===== src/rtl/nmi_pkg.sv =====
package nmi_pkg;
   // Bit positions fixed by the software view of the register
   localparam int unsigned BIT_IRQ  = 7;
   localparam int unsigned BIT_TMO  = 6;
   localparam int unsigned BIT_BTN  = 5;
   localparam int unsigned MIN_DATA = 8;

   typedef struct packed {
      logic irq;
      logic tmo;
   } nmi_en_t;
endpackage


===== src/rtl/nmi_sync.sv =====
module nmi_sync #(
   parameter int unsigned STAGES = 2
) (
   input  logic clk,
   input  logic rst_n,
   input  logic din,
   output logic dout
);
   generate
      if (STAGES == 0) begin : g_bypass
         assign dout = din;
      end else begin : g_chain
         logic [STAGES-1:0] chain_q;
         always_ff @(posedge clk) begin
            if (!rst_n) chain_q <= '0;
            else if (STAGES == 1) chain_q <= din;
            else chain_q <= {chain_q[STAGES-2:0], din};
         end
         assign dout = chain_q[STAGES-1];
      end
   endgenerate
endmodule


===== src/rtl/nmi_mask.sv =====
module nmi_mask
   import nmi_pkg::*;
(
   input  logic    clk,
   input  logic    rst_n,
   input  logic    wr_stb,
   input  nmi_en_t wr_bits,
   output nmi_en_t en,
   output logic    commit
);
   logic    stb_q;
   nmi_en_t stage_q;

   // Load on the first edge that sees the strobe low after it was high
   assign commit = stb_q & ~wr_stb;

   always_ff @(posedge clk) begin
      if (!rst_n) begin
         stb_q   <= 1'b0;
         stage_q <= '0;
         en      <= '0;
      end else begin
         stb_q <= wr_stb;
         if (wr_stb) stage_q <= wr_bits;
         if (commit) en <= stage_q;
      end
   end
endmodule


===== src/rtl/nmi_tmo_flag.sv =====
module nmi_tmo_flag (
   input  logic clk,
   input  logic rst_n,
   input  logic set_pulse,
   input  logic clr_write,
   input  logic clr_restart,
   output logic flag
);
   always_ff @(posedge clk) begin
      if (!rst_n)                       flag <= 1'b0;
      else if (set_pulse)               flag <= 1'b1;
      else if (clr_write | clr_restart) flag <= 1'b0;
   end
endmodule


===== src/rtl/nmi_ctl.sv =====
module nmi_ctl
   import nmi_pkg::*;
#(
   parameter int unsigned DATA_W      = 8,
   parameter int unsigned SYNC_STAGES = 2
) (
   input  logic              clk,
   input  logic              rst_n,
   input  logic              wr_stb,
   input  logic              rd_stb,
   input  logic [DATA_W-1:0] wdata,
   input  logic              fdc_irq,
   input  logic              tmo_pulse,
   input  logic              motor_start,
   input  logic              panel_btn,
   output logic              nmi,
   output logic [DATA_W-1:0] rdata
);
   localparam int unsigned LOW_BITS = BIT_BTN;

   initial begin
      assert (DATA_W >= MIN_DATA) else $error("nmi_ctl: DATA_W below %0d", MIN_DATA);
      assert (SYNC_STAGES <= 4) else $error("nmi_ctl: SYNC_STAGES above 4");
   end

   logic    irq_s, btn_s, commit, tmo_q;
   nmi_en_t wr_bits, en;
   logic [DATA_W-1:0] status;

   assign wr_bits.irq = wdata[BIT_IRQ];
   assign wr_bits.tmo = wdata[BIT_TMO];

   nmi_sync #(.STAGES(SYNC_STAGES)) u_sync_irq (
      .clk(clk), .rst_n(rst_n), .din(fdc_irq), .dout(irq_s));
   nmi_sync #(.STAGES(SYNC_STAGES)) u_sync_btn (
      .clk(clk), .rst_n(rst_n), .din(panel_btn), .dout(btn_s));

   nmi_mask u_mask (
      .clk(clk), .rst_n(rst_n), .wr_stb(wr_stb), .wr_bits(wr_bits),
      .en(en), .commit(commit));

   nmi_tmo_flag u_tmo (
      .clk(clk), .rst_n(rst_n), .set_pulse(tmo_pulse),
      .clr_write(commit), .clr_restart(motor_start), .flag(tmo_q));

   always_ff @(posedge clk) begin
      if (!rst_n) nmi <= 1'b0;
      else        nmi <= (en.irq & irq_s) | (en.tmo & tmo_q);
   end

   always_comb begin
      status               = '1;
      status[BIT_IRQ]      = ~irq_s;
      status[BIT_TMO]      = ~tmo_q;
      status[BIT_BTN]      = ~btn_s;
      status[LOW_BITS-1:0] = '1;
   end

   assign rdata = rd_stb ? status : '1;
endmodule


===== config.mk =====
export PLATFORM = sky130hd
export DESIGN_NAME = nmi_ctl
export DESIGN_NICKNAME = d
export VERILOG_FILES = /design/src/rtl/nmi_pkg.sv /design/src/rtl/nmi_sync.sv /design/src/rtl/nmi_mask.sv /design/src/rtl/nmi_tmo_flag.sv /design/src/rtl/nmi_ctl.sv
export SDC_FILE = /design/constraint.sdc
export NUM_CORES = 1
export LEC_CHECK = 0
export BUFFER_PORTS_ARGS = -buffer_cell sky130_fd_sc_hd__buf_4
export CORE_AREA = 2 2 39 41
export CTS_CLUSTER_SIZE = 10
export DETAILED_ROUTE_END_ITERATION = 8
export DIE_AREA = 0 0 41 43
export GPL_TIMING_DRIVEN = 0
export PLACE_DENSITY = 0.7
export SLEW_MARGIN = 20
export SYNTH_ARGS = -nofsm -noshare
export SYNTH_HDL_FRONTEND = slang
export SYNTH_SLANG_ARGS = --single-unit

===== constraint.sdc =====
create_clock -name clk -period 1 [get_ports clk]
set_clock_uncertainty 0.15 [all_clocks]
set_input_delay 0 -clock clk [delete_from_list [all_inputs] [get_ports clk]]
set_output_delay 0 -clock clk [all_outputs]
set_load 0.05 [all_outputs]

==> run summary <==
Status: finished, violations left
Failing checks: hold timing
Routability cong.: 0.664
Routed via count: 317
Placed Cells: 73
PD cells: 1390 mW/mm^2
Synth Area in XOR/XNOR: 0%
Final HPWL DP: 448 um
Initial antenna violation count: 0
IO Count: 25
Fmax: 1040 MHz
Postcts setup bufs: 0
Yosys top cell area share: 52.7%
Synth Register Bits: 11
Layout Utilization: 48.1%
Worst setup EP type: primary output
Antenna-violating nets left: 0
Share of post-route cells with drive strength above 1: 34.8%
Final nets: 86
CP required: 850 ps
H-tree depth: 1
CTS Buf Count: 3
Cell taking the most area after synthesis: dfxtp_1
WHS: -10.8 ps
CP Max Fanout: 2
Internal: 0.695 mW
Adder-cell share of the synthesized area: 0%
Synth cell count leaders: dfxtp_1, nor2b_1, buf_4, and2_1, mux2i_1
Crit share post-route: 96.5%
Post-Syn Area per Cell: 10.4 um^2
Synth Area in Compound Gates: 3.29%
Die Ht: 43 um
Peak VDD IR: 0.000857 V
Endpoints failing hold: 3
RSZ-0062 raised after global routing: no
EDFF count, synth: 0
Largest family of logic cells by synthesized area: simple AND/OR/NAND/NOR gates
Sequential share of the synthesized area: 52.7%
GRT overflow: 0
CTS Buffer Depth: 2
Hold Path Class: in -> reg
Min Tclk post-route: 965 ps
Clk network pwr share: 31.6%
Clock sink count: 11
Row cnt: 14
# diodes: 0
CTS clk-pin slew, worst paths: 70 ps
Post-synth ARST share: 0%
Non-filler cells, final: 85
Mapped Cells: 40
Post-synthesis mux area share: 9.58%
DR WL/cell: 7.07 um
Unique masters post-synth: 13
Max-slew violations: 0
Global-route wire length before repair: 959 um
Post-Synth Simple-Gate Area: 22.8%
Mapped Area: 418 um^2
Max-Cap Viols: 0
Switching power share of the total: 25.0%
Pleak: 0.312 nW
Psw: 0.232 mW
Remaining DRCs: 0
Final WL: 601 um
Setup violators final: 0
Vias in the first global route: 259
Top cells by area, synth: dfxtp_1, mux2i_1, buf_4
Initial Util: 30.2%
Area Overhead vs Synth: 59.3%
Clock root buffer: clkbuf_4
CP Data Arrival Time: 820 ps
Number of iterations in the first detailed-routing pass: 2
GRT Total Usage: 8.29%
TritonCTS clock tree: built
I/O Buffers: 13
DIE WIDTH: 41 um
Seq pwr share: 50.2%
Critical path startpoint category: flip-flop
Core footprint: 0.00138 mm^2
Drt initial violations: 1
Most frequent cell after synthesis: dfxtp_1
Critical path type: reg -> out
Logic gate share of total power: 18.2%
Synth warnings: 0
Largest net degree at the start of global routing: 11
Clk_lat worst skew: 260 ps
Primary FF master, synth: dfxtp_1
Vias/cell: 3.73
Setup TNS: 0 ps
Die area: 0.00176 mm^2
Power, Total: 0.927 mW
repair_timing:
action,4_1_cts,5_1_grt
endpoints found under the setup margin,1,2
resized for setup,1,2
endpoints found under the hold margin,6,0
hold buffers,8,0
layout make-up:
class | instances | area, um^2
fill | 138 | 718
sequential | 11 | 221
timing repair buffer | 21 | 185
multi-input combinational | 26 | 168
buffer | 6 | 41.3
clock buffer | 4 | 26.3
tap | 16 | 20.0
inverter | 1 | 3.75
through the flow:
step | instance area, um^2 | setup WS, ps
finish | 666 | 34.8
CTS | 658 | 4.48
floorplan | 433 | 133
detailed placement | 551 | 103
global placement | 551 | 107
global route | 666 | 4.53
metal layers:
metal | vias up | GRT usage [%] | part of all wire, %
met1 | 132 | 8.55 | 43
met4 | 0 | 4.00 | 0
li1 | 172 | - | -
met2 | 13 | 12.8 | 46
met5 | - | 0 | 0
met3 | 0 | 4.71 | 11
cell usage in the layout, fill, tap and decap left out, drive strengths merged:
master,count
nand2,3
nand2b,1
dlygate4sd3,8
a31oi,1
conb,5
clkbuf,5
nor2b,6
a22oi,1
and2,5
mux2i,4
inv,1
dfxtp,11
buf,18
registers in the layout, indices dropped and copies added (netlist names):
signal	count
u_mask.stb_q	1
u_mask.stage_q	2
u_mask.en	2
u_sync_irq.g_chain.chain_q	2
u_sync_btn.g_chain.chain_q	2
nmi	1
u_tmo.flag	1
final timing paths:
kind	to	slack [ps]	from	cells past startpoint
worst max-delay path	rdata[7]	30	u_sync_irq.g_chain.chain_q[1]$_SDFF_PN0_	2
worst min-delay path	u_mask.en[1]$_SDFFE_PN0P_	-10	wr_stb	4
worst max register to register	u_tmo.flag$_SDFFE_PN0P_	100	u_mask.stb_q$_SDFF_PN0_	3
worst min register to register	u_sync_irq.g_chain.chain_q[1]$_SDFF_PN0_	280	u_sync_irq.g_chain.chain_q[0]$_SDFF_PN0_	1
power by group through the flow:
stage	Combinational [mW]	Clock, mW	Sequential, mW
finish	0.169	0.293	0.465
global route	0.183	0.319	0.467
CTS	0.167	0.297	0.465
detailed placement	0.143	0	0.475
global placement	0.142	0	0.475
floorplan	0.102	0	0.474
cell families after synthesis:
kind of cell | after synthesis
AOI/OAI and AO/OA | 2
buffers and inverters | 7
DFF | 11
muxes | 4
other | 1
and+or+nand+nor | 15
worst max-delay path, stage by stage (launching register included):
cell	delay, ps
dfxtp_1	340
nand2_1	70
buf_6	150
Note: power is estimated with default switching activity, not from simulation.
